--- src/rtl/line_resv_pkg.sv ---
// Shared operation codes and status word layout for the reservation tracker.
// Assumes one operation per cycle; bit positions are fixed by the status encoding.
package line_resv_pkg;

    typedef enum logic [2:0] {
        OP_NOP   = 3'd0,
        OP_LL    = 3'd1,
        OP_ST    = 3'd2,
        OP_SC    = 3'd3,
        OP_INV   = 3'd4,
        OP_FILL  = 3'd5,
        OP_TOUCH = 3'd6,
        OP_RSVD  = 3'd7
    } op_e;

    localparam int STAT_W   = 8;
    localparam int BIT_VAL  = 0;
    localparam int BIT_WR   = 1;
    localparam int BIT_DRT  = 2;
    localparam int BIT_REF  = 4;
    localparam int BIT_PF   = 5;
    localparam logic [STAT_W-1:0] STAT_MASK =
        (STAT_W'(1) << BIT_VAL) | (STAT_W'(1) << BIT_WR) | (STAT_W'(1) << BIT_DRT) |
        (STAT_W'(1) << BIT_REF) | (STAT_W'(1) << BIT_PF);

endpackage

--- src/rtl/resv_table.sv ---
// Reservation table: holds up to DEPTH (cpu, thread) pairs.
// Inserts at a rotating pointer so the oldest entry is replaced when full;
// a pair already present is not inserted again. Clear empties everything.
// Assumes insert and clear are never requested in the same cycle.
module resv_table #(
    parameter int DEPTH = 8,
    parameter int CPU_W = 4,
    parameter int THR_W = 2
) (
    input  logic             clk,
    input  logic             rst_n,
    input  logic             ins_en,
    input  logic             clr_en,
    input  logic [CPU_W-1:0] cpu,
    input  logic [THR_W-1:0] thr,
    output logic             hit
);
    localparam int PTR_W = (DEPTH > 1) ? $clog2(DEPTH) : 1;
    localparam logic [PTR_W-1:0] LAST = PTR_W'(DEPTH - 1);

    logic [DEPTH-1:0] ent_v;
    logic [CPU_W-1:0] ent_cpu [DEPTH];
    logic [THR_W-1:0] ent_thr [DEPTH];
    logic [DEPTH-1:0] match;
    logic [PTR_W-1:0] wr_ptr;

    // Compare the request against every held entry.
    for (genvar i = 0; i < DEPTH; i++) begin : g_cmp
        assign match[i] = ent_v[i] && (ent_cpu[i] == cpu) && (ent_thr[i] == thr);
    end
    assign hit = |match;

    // Advance the insertion pointer, wrapping after the last slot.
    always_ff @(posedge clk) begin
        if (!rst_n || clr_en) begin
            wr_ptr <= '0;
        end else if (ins_en && !hit) begin
            wr_ptr <= (wr_ptr == LAST) ? '0 : wr_ptr + PTR_W'(1);
        end
    end

    // Hold each entry; write the slot under the pointer on a new pair.
    for (genvar i = 0; i < DEPTH; i++) begin : g_ent
        always_ff @(posedge clk) begin
            if (!rst_n || clr_en) begin
                ent_v[i]   <= 1'b0;
                ent_cpu[i] <= '0;
                ent_thr[i] <= '0;
            end else if (ins_en && !hit && (wr_ptr == PTR_W'(i))) begin
                ent_v[i]   <= 1'b1;
                ent_cpu[i] <= cpu;
                ent_thr[i] <= thr;
            end
        end
    end

endmodule

--- src/rtl/line_status_reg.sv ---
// Status word register for one line.
// Invalidate zeroes it, fill loads a masked word, touch marks it referenced
// and no longer prefetched, a proceeding write marks a valid line dirty.
// Assumes at most one of the controls is active per cycle.
module line_status_reg
    import line_resv_pkg::*;
(
    input  logic              clk,
    input  logic              rst_n,
    input  logic              do_inval,
    input  logic              do_fill,
    input  logic [STAT_W-1:0] fill_word,
    input  logic              do_touch,
    input  logic              do_write,
    output logic [STAT_W-1:0] word
);
    // Update the status word according to the operation of this cycle.
    always_ff @(posedge clk) begin
        if (!rst_n || do_inval) begin
            word <= '0;
        end else if (do_fill) begin
            word <= fill_word & STAT_MASK;
        end else if (do_touch) begin
            word[BIT_REF] <= 1'b1;
            word[BIT_PF]  <= 1'b0;
        end else if (do_write && word[BIT_VAL]) begin
            word[BIT_DRT] <= 1'b1;
        end
    end

endmodule

--- src/rtl/status_decode.sv ---
// Decodes the status word into the five line predicates.
// Writable requires valid as well; the rest test one bit each.
module status_decode
    import line_resv_pkg::*;
(
    input  logic [STAT_W-1:0] word,
    output logic              is_valid,
    output logic              is_writable,
    output logic              is_dirty,
    output logic              is_referenced,
    output logic              is_prefetched
);
    // Combinational predicate decode.
    always_comb begin
        is_valid      = word[BIT_VAL];
        is_writable   = word[BIT_VAL] & word[BIT_WR];
        is_dirty      = word[BIT_DRT];
        is_referenced = word[BIT_REF];
        is_prefetched = word[BIT_PF];
    end

endmodule

--- src/rtl/line_resv_tracker.sv ---
// Top of the per-line reservation tracker.
// Decodes one operation per cycle, steers it to the reservation table and
// status register, and registers the store / store-conditional answer.
// Assumes requests are sampled on the rising edge; reset is synchronous.
module line_resv_tracker
    import line_resv_pkg::*;
#(
    parameter int DEPTH = 8,
    parameter int CPU_W = 4,
    parameter int THR_W = 2
) (
    input  logic             clk,
    input  logic             rst_n,
    input  logic             op_valid,
    input  logic [2:0]       op_kind,
    input  logic [CPU_W-1:0] req_cpu,
    input  logic [THR_W-1:0] req_thr,
    input  logic [7:0]       fill_status,
    output logic             resp_valid,
    output logic             resp_write_go,
    output logic             resp_sc_pass,
    output logic [7:0]       status_word,
    output logic             stat_valid,
    output logic             stat_writable,
    output logic             stat_dirty,
    output logic             stat_referenced,
    output logic             stat_prefetched
);
    op_e  kind;
    logic is_ll, is_st, is_sc, is_inv, is_fill, is_touch;
    logic hit;

    // Qualify the operation code with op_valid.
    always_comb begin
        kind     = op_e'(op_kind);
        is_ll    = op_valid && (kind == OP_LL);
        is_st    = op_valid && (kind == OP_ST);
        is_sc    = op_valid && (kind == OP_SC);
        is_inv   = op_valid && (kind == OP_INV);
        is_fill  = op_valid && (kind == OP_FILL);
        is_touch = op_valid && (kind == OP_TOUCH);
    end

    resv_table #(
        .DEPTH (DEPTH),
        .CPU_W (CPU_W),
        .THR_W (THR_W)
    ) u_table (
        .clk    (clk),
        .rst_n  (rst_n),
        .ins_en (is_ll),
        .clr_en (is_st | is_sc | is_inv),
        .cpu    (req_cpu),
        .thr    (req_thr),
        .hit    (hit)
    );

    line_status_reg u_status (
        .clk       (clk),
        .rst_n     (rst_n),
        .do_inval  (is_inv),
        .do_fill   (is_fill),
        .fill_word (fill_status),
        .do_touch  (is_touch),
        .do_write  (is_st | (is_sc & hit)),
        .word      (status_word)
    );

    status_decode u_decode (
        .word          (status_word),
        .is_valid      (stat_valid),
        .is_writable   (stat_writable),
        .is_dirty      (stat_dirty),
        .is_referenced (stat_referenced),
        .is_prefetched (stat_prefetched)
    );

    // Register the answer to stores and store-conditionals.
    always_ff @(posedge clk) begin
        if (!rst_n) begin
            resp_valid    <= 1'b0;
            resp_write_go <= 1'b0;
            resp_sc_pass  <= 1'b0;
        end else begin
            resp_valid    <= is_st | is_sc;
            resp_write_go <= is_st | (is_sc & hit);
            resp_sc_pass  <= is_sc & hit;
        end
    end

endmodule

--- config.mk ---
export PLATFORM = sky130hd
export DESIGN_NAME = line_resv_tracker
export DESIGN_NICKNAME = d
export VERILOG_FILES = /design/src/rtl/line_resv_pkg.sv /design/src/rtl/resv_table.sv /design/src/rtl/line_status_reg.sv /design/src/rtl/status_decode.sv /design/src/rtl/line_resv_tracker.sv
export SDC_FILE = /design/constraint.sdc
export NUM_CORES = 1
export LEC_CHECK = 0
export ABC_CLOCK_PERIOD_IN_PS = 2830
export BUFFER_PORTS_ARGS = -buffer_cell sky130_fd_sc_hd__buf_2
export CORE_ASPECT_RATIO = 2
export CORE_UTILIZATION = 55
export DETAILED_ROUTE_END_ITERATION = 16
export PLACE_DENSITY_LB_ADDON = 0.25
export SLEW_MARGIN = 0
export SYNTH_ARGS = -nofsm -noshare
export SYNTH_HDL_FRONTEND = slang
export SYNTH_SLANG_ARGS = --single-unit
--- constraint.sdc ---
create_clock -name clk -period 2.83 [get_ports clk]
set_input_delay 0.4245 -clock clk [delete_from_list [all_inputs] [get_ports clk]]
set_output_delay 0.4245 -clock clk [all_outputs]
set_load 0.005 [all_outputs]
==> results of run 1 <==
[worst max-delay path by stage]
stage               slack (ns)  depth (start not counted)             startpoint                     to
CTS                       0.36                          9             req_thr[1]  u_table.ent_cpu[0][2]
finish                    0.38                          9             req_thr[1]  u_table.ent_cpu[4][0]
global route              0.21                          8  u_table.ent_cpu[3][3]  u_table.ent_cpu[0][2]
floorplan                 0.42                          8             req_cpu[0]  u_table.ent_cpu[0][0]
global placement          0.02                          9             req_thr[1]  u_table.ent_cpu[0][2]
detailed placement        0.02                          9             req_thr[1]  u_table.ent_thr[2][0]
[cell families after synthesis]
family | count (synthesis) | synth area share [%]
adders and majority gates | 6 | 2.104
and+or+nand+nor | 143 | 21.53
AOI/OAI and AO/OA | 33 | 6.171
xor gates and xnor gates | 48 | 11.78
muxes | 2 | 0.5610
other | 1 | 0.1051
buffers and inverters | 42 | 6.697
DFF | 67 | 51.05
[metal layers]
layer,track usage [%],up-vias,wire (um)
met5,0,-,0
met4,13.81,0,227
met3,5.580,14,379
met2,48.86,89,4768
met1,27.70,1284,3045
li1,-,1266,-
[flip-flops by register name, summed over array words and instances, names as in the netlist]
signal / count
u_table.ent_v: 8
u_table.wr_ptr: 3
u_table.ent_cpu: 32
resp_valid: 1
resp_write_go: 1
resp_sc_pass: 1
u_table.ent_thr: 16
u_status.word: 5
[through the flow]
stage               area (um^2)  worst slack [ns]  instances  hold slack [ns]
finish                     4140            0.3760        462           0.3477
global route               4140            0.2114        462           0.3679
CTS                        4140            0.3590        462           0.3442
detailed placement         3807           0.02400        446           0.4444
global placement           3807           0.01949        446           0.4342
floorplan                  3576            0.4192        344           0.4247
[synth_stat cells (all sizes together), types with 2 or more instances]
library cell	instances
edfxtp	48
xnor2	36
nand3	33
nor2	27
nand2	25
nor3	22
buf	19
dfxtp	19
and4	14
clkbuf	13
xor2	12
inv	10
o21ai	10
nand4	8
o31ai	7
ha	6
a21boi	3
a21o	3
a21oi	3
and3	3
nor4	3
or4	3
a32oi	2
mux2i	2
nor2b	2
o22ai	2
[power groups by stage]
stage                     sequential (mW)  clock, mW  combinational, mW
after CTS                            1.11       1.27              0.226
after floorplan                      1.13          0              0.156
after detailed placement             1.13          0              0.224
after global placement               1.13          0              0.219
final                                1.11       1.27              0.227
after global routing                 1.12       1.31              0.244
[worst register-to-register path, delay by kind of cell, from the launching register on]
family,cells,cell delay (ns)
and+or+nand+nor,4,1.05
buffers and inverters,2,0.51
DFF,1,0.37
xor gates and xnor gates,1,0.16
AOI/OAI and AO/OA,1,0.14
[area by class of cell]
| class | instances | area, um^2 | share of cell area [%] |
|---|---|---|---|
| Sequential cell | 67 | 1822 | 44.00 |
| Multi-Input combinational cell | 235 | 1515 | 36.60 |
| Timing Repair Buffer | 48 | 325.3 | 7.857 |
| Clock buffer | 10 | 229.0 | 5.530 |
| Tap cell | 86 | 107.6 | 2.599 |
| Clock inverter | 6 | 103.9 | 2.508 |
| Inverter | 10 | 37.54 | 0.9066 |
==> impl_metrics.ini, run 1 <==
[status]
status = finished, final reports clean

[sta]
finalMaxSlewViolations = 0
fin_skew_ns = 0.004128
period_share_pct = 86.71
finalSetupViolCount = 0
post-route-min-period_ns = 2.454
rsz0062_at_grt = no
max_slew.worst_pin.slew_ns = 0.7896
hold_violations = 0
maxSlewHeadroom_pct = 46.81
setup_total_negative_slack_ns = 0
maxClockFrequency_mhz = 407.5

[pwr]
p_sw_mw = 0.5691
p_sw_share_pct = 21.85
report.power.total_mw = 2.604
clkPwrFrac_pct = 48.6
total_leakage_power_nw = 1.529
powerDensity_nw_per_um2 = 629.0
power.share.combinational_pct = 8.7
power_report.internal_total_mw = 2.035
power.sequential.fraction_pct = 42.7
peakVddDrop_uv = 369.1

[setup_path]
worstSetupStartpointType = input port
rrSetupSlack_ns = 0.38
worst-path-max-fanout = 25
critical_path_class = input port to register
regToRegEndpoint = u_table.ent_cpu[4][0]
worst_path_most_repeated_cell = sky130_fd_sc_hd__buf_4
beginning_of_the_worst_register_to_register_path = u_table.ent_cpu[3][3]
worstRegToRegCells = 8
required_time_worst_endpoint_ns = 2.93
path_cells = buf_2 -> xnor2_1 -> nand4_1 -> or4_1 -> and3_1 -> nand2_1 -> buf_4 -> o21ai_0 -> buf_4
critical-path-slowest-cell = sky130_fd_sc_hd__or4_1
cp-end-kind = register
path_delay_family = simple AND/OR/NAND/NOR gates
worst_ep_arrival_time_ns = 2.55
path_buf_inv = 3
largest_stage_delay_worst_path_ns = 0.46

[logic_synthesis]
yosysUniqueCellTypes = 40
yosysTopAreaCellShare_pct = 40.39
postSynth.topFlopCell = sky130_fd_sc_hd__edfxtp_1
warnings_from_yosys = 0
leading_area_contributor_after_synthesis = sky130_fd_sc_hd__edfxtp_1
yosysSeqAreaShare_pct = 51.05
syn_area_per_cell_um2 = 10.43
yosys_register_bits = 67
synth_enable_flop_cells = 48
synth_async_sr_flop_share_pct = 0
synth_area_leaders = sky130_fd_sc_hd__edfxtp_1 40%, sky130_fd_sc_hd__dfxtp_1 11%, sky130_fd_sc_hd__xnor2_1 8.8%
synthCells = 342
post_syn_area_um2 = 3568

[cts]
cts-root-to-sink-buffers = 2
clkSlewWorstSetupHoldPaths_ns = 0.05
tritoncts = done
tritoncts_num_sinks = 67
number_of_hold_buffers_added_after_cts = 0
clock_tree.htree_level_count = 3
worstSkewPairLatency_ns = 0.34
post_cts_resized = 0
cts_setup_buffers = 0
tritoncts.num_buffers = 9
clockRootBuffer = sky130_fd_sc_hd__clkbuf_16

[routing]
ant_nets = 0
dr.first_iter.drc_count = 105
vias = 2653
drt_wl_total_mm = 8.421
pre_antenna_drt_iters = 5
detail_route.wl_per_cell_um = 18.23
vias_per_inst = 5.742
remaining_drc_errors = 0

[global_routing]
first_global_vias = 2490
wire_length_of_the_first_global_routing_pass_mm = 12.81
grt-ovfl-total = 0
number_of_antenna_violations_at_the_first_check_in_global_routing = 0
track_usage_pct = 26.75
largest_net_degree_at_the_start_of_global_routing = 26

[finish]
share_of_layout_cells_above_drive_strength_1_pct = 18.09
layout.filler_cells = 485
layout.cells.most_common = sky130_fd_sc_hd__edfxtp_1
num_antenna_cells = 0
layout.nets = 397
final_cell_mix = 48 x sky130_fd_sc_hd__edfxtp_1, 36 x sky130_fd_sc_hd__xnor2_1, 32 x sky130_fd_sc_hd__nand3_1, 29 x sky130_fd_sc_hd__buf_2, 26 x sky130_fd_sc_hd__nor2_1
layout-area-overhead-vs-synth_pct = 16.02
final_core_util_pct = 66.15

[placed_design]
port-buffer-count = 29
gp_congestion = 0.8334
detailedPlacementHpwl_mm = 5.793

[floorplanning]
row_count = 41
dieWidth_um = 58.96
initial_utilization_pct = 57.02
top_level_ports = 36
core_um2 = 6259
die_height_um = 115.9
die-area_um2 = 6833

[min_path]
timing.hold.worst.start = fill_status[1]
holdPathEnd = u_status.word[1]
number_of_cells_traversed_by_the_worst_hold_path = 3
worst_hold_path_type = input port to register

[flow_run]
cap_viol_max_count = 0
No activity file was read; power rests on OpenSTA's default activity.
==> run 2, diff against run 1 <==
- CORE_UTILIZATION: 55 -> 25
==> impl_metrics.ini, run 2 (synthesis gave the netlist of run 1 again) <==
[cts]
worstSkewPairLatency_ns = 0.33
clock_tree.htree_level_count = 3
clockRootBuffer = sky130_fd_sc_hd__clkbuf_16
tritoncts_num_sinks = 67
clkSlewWorstSetupHoldPaths_ns = 0.05
tritoncts = done
number_of_hold_buffers_added_after_cts = 0
post_cts_resized = 0
cts_setup_buffers = 0
tritoncts.num_buffers = 9
cts-root-to-sink-buffers = 2

[sta]
finalMaxSlewViolations = 0
period_share_pct = 89.95
setup_total_negative_slack_ns = 0
fin_skew_ns = 0.006436
maxSlewHeadroom_pct = 41.66
max_slew.worst_pin.slew_ns = 0.8659
hold_violations = 0
rsz0062_at_grt = no
hold_slack_ns = 0.3595
finalSetupViolCount = 0
maxClockFrequency_mhz = 392.8
post-route-min-period_ns = 2.546

[global_routing]
wire_length_of_the_first_global_routing_pass_mm = 14.50
number_of_antenna_violations_at_the_first_check_in_global_routing = 0
track_usage_pct = 13.85
largest_net_degree_at_the_start_of_global_routing = 44
first_global_vias = 2651
grt-ovfl-total = 0

[finish]
layout-area-overhead-vs-synth_pct = 19.95
layout.nets = 403
register_area_um2 = 1822
layout.cells.most_common = sky130_fd_sc_hd__edfxtp_1
largest_register_ffs = 32
biggestRegsByFlops = u_table.ent_cpu: 32 flops, u_table.ent_thr: 16 flops, u_table.ent_v: 8 flops
layout.filler_cells = 1443
num_antenna_cells = 0
share_of_layout_cells_above_drive_strength_1_pct = 19.11
top_register = u_table.ent_cpu
multi_input_area_um2 = 1515
final_cell_mix = 48 x sky130_fd_sc_hd__edfxtp_1, 36 x sky130_fd_sc_hd__xnor2_1, 32 x sky130_fd_sc_hd__nand3_1, 29 x sky130_fd_sc_hd__buf_2, 26 x sky130_fd_sc_hd__nor2_1

[setup_path]
worstSetupStartpoint = u_table.ent_cpu[5][0]
worst_ep_arrival_time_ns = 2.50
worstSetupStartpointType = register
worst-path-max-fanout = 8
critPathCapture = u_table.ent_thr[3][1]
rrSetupSlack_ns = 0.28
beginning_of_the_worst_register_to_register_path = u_table.ent_cpu[5][0]
critical-path-slowest-cell = sky130_fd_sc_hd__o21ai_0
regToRegEndpoint = u_table.ent_thr[3][1]
path_cells = xnor2_1 -> nand4_1 -> o22ai_1 -> nor4_4 -> nand2_1 -> buf_4 -> o21ai_0
required_time_worst_endpoint_ns = 2.78
cp-end-kind = register
largest_stage_delay_worst_path_ns = 0.70
critical_path_class = register to register
worstRegToRegCells = 7

[pwr]
total_leakage_power_nw = 1.537
clkPwrFrac_pct = 43.3
power.share.combinational_pct = 10.0
p_sw_mw = 0.5539
p_sw_share_pct = 23.26
peakVddDrop_uv = 273.3
power.sequential.fraction_pct = 46.7
power_report.internal_total_mw = 1.827
powerDensity_nw_per_um2 = 556.4

[floorplanning]
dieWidth_um = 86.48
row_count = 61
core_um2 = 13890
die_height_um = 171.0
initial_utilization_pct = 25.69
top_level_ports = 36
die-area_um2 = 14780

[placed_design]
detailedPlacementHpwl_mm = 6.972
gp_congestion = 0.7879
port-buffer-count = 29

[min_path]
worst_hold_path_type = input port to register
timing.hold.worst.start = fill_status[1]

[routing]
vias_per_inst = 4.574
ant_nets = 0
remaining_drc_errors = 0
detail_route.wl_per_cell_um = 16.54
vias = 2612
pre_antenna_drt_iters = 4
dr.first_iter.drc_count = 175
drt_wl_total_mm = 9.445

[flow_run]
cap_viol_max_count = 0

[status]
status = finished, final reports clean
-- run 2: changes by cell type in the layout (fill, tap and decap cells not counted), sizes merged --
cell	previous run	this run
clkinv	3	2
buf	48	54
clkbuf	10	14
bufinv	3	0
-- run 2: how the worst min path moves through the flow --
| stage | end | slack, ns | cells past startpoint |
|---|---|---|---|
| after CTS | u_status.word[1] | 0.35 | 3 |
| after global routing | u_status.word[1] | 0.36 | 3 |
| after floorplan | u_table.ent_v[3] | 0.42 | 2 |
| after detailed placement | u_table.ent_v[4] | 0.45 | 2 |
| after global placement | u_table.ent_v[3] | 0.44 | 2 |
| final | u_status.word[1] | 0.36 | 3 |
-- run 2: layout make-up --
cell class / count / share of cell area, %
Sequential cell: 67 / 42.56
Multi-Input combinational cell: 235 / 35.40
Timing Repair Buffer: 54 / 9.237
Clock buffer: 14 / 6.168
Tap cell: 189 / 5.525
Inverter: 10 / 0.8769
Clock inverter: 2 / 0.2338
-- run 2: per-layer routing --
metal	global-route usage (%)	wire length, um	vias up
met4	10.00	504	0
met3	2.508	250	23
li1	-	-	1278
met1	12.38	3215	1249
met5	0	0	-
met2	26.81	5474	62
-- run 2: metrics by stage --
step	power (mW)	instance area [um^2]	util [%]	cells	worst slack, ns
6_report	2.381	4280	30.81	571	0.2843
4_1_cts	2.415	4280	30.81	571	0.2293
3_5_place_dp	1.375	4006	28.84	555	-0.1042
2_1_floorplan	1.284	3576	-	344	0.4192
3_3_place_gp	1.370	4006	28.84	555	-0.09501
5_1_grt	2.465	4280	30.81	571	0.02556
-- run 2: power groups by stage --
stage / clock (mW) / sequential [mW] / combinational, mW
floorplan: 0 / 1.13 / 0.156
global placement: 0 / 1.13 / 0.239
detailed placement: 0 / 1.13 / 0.243
CTS: 1.06 / 1.11 / 0.243
global route: 1.09 / 1.12 / 0.261
finish: 1.03 / 1.11 / 0.238
-- run 2: critical path, delay by kind of cell (launching register included) --
kind	cells	cell delay, ns
xor+xnor	1	0.14
flops	1	0.38
compound gates	2	0.86
buf+inv	1	0.17
simple gates	3	0.61
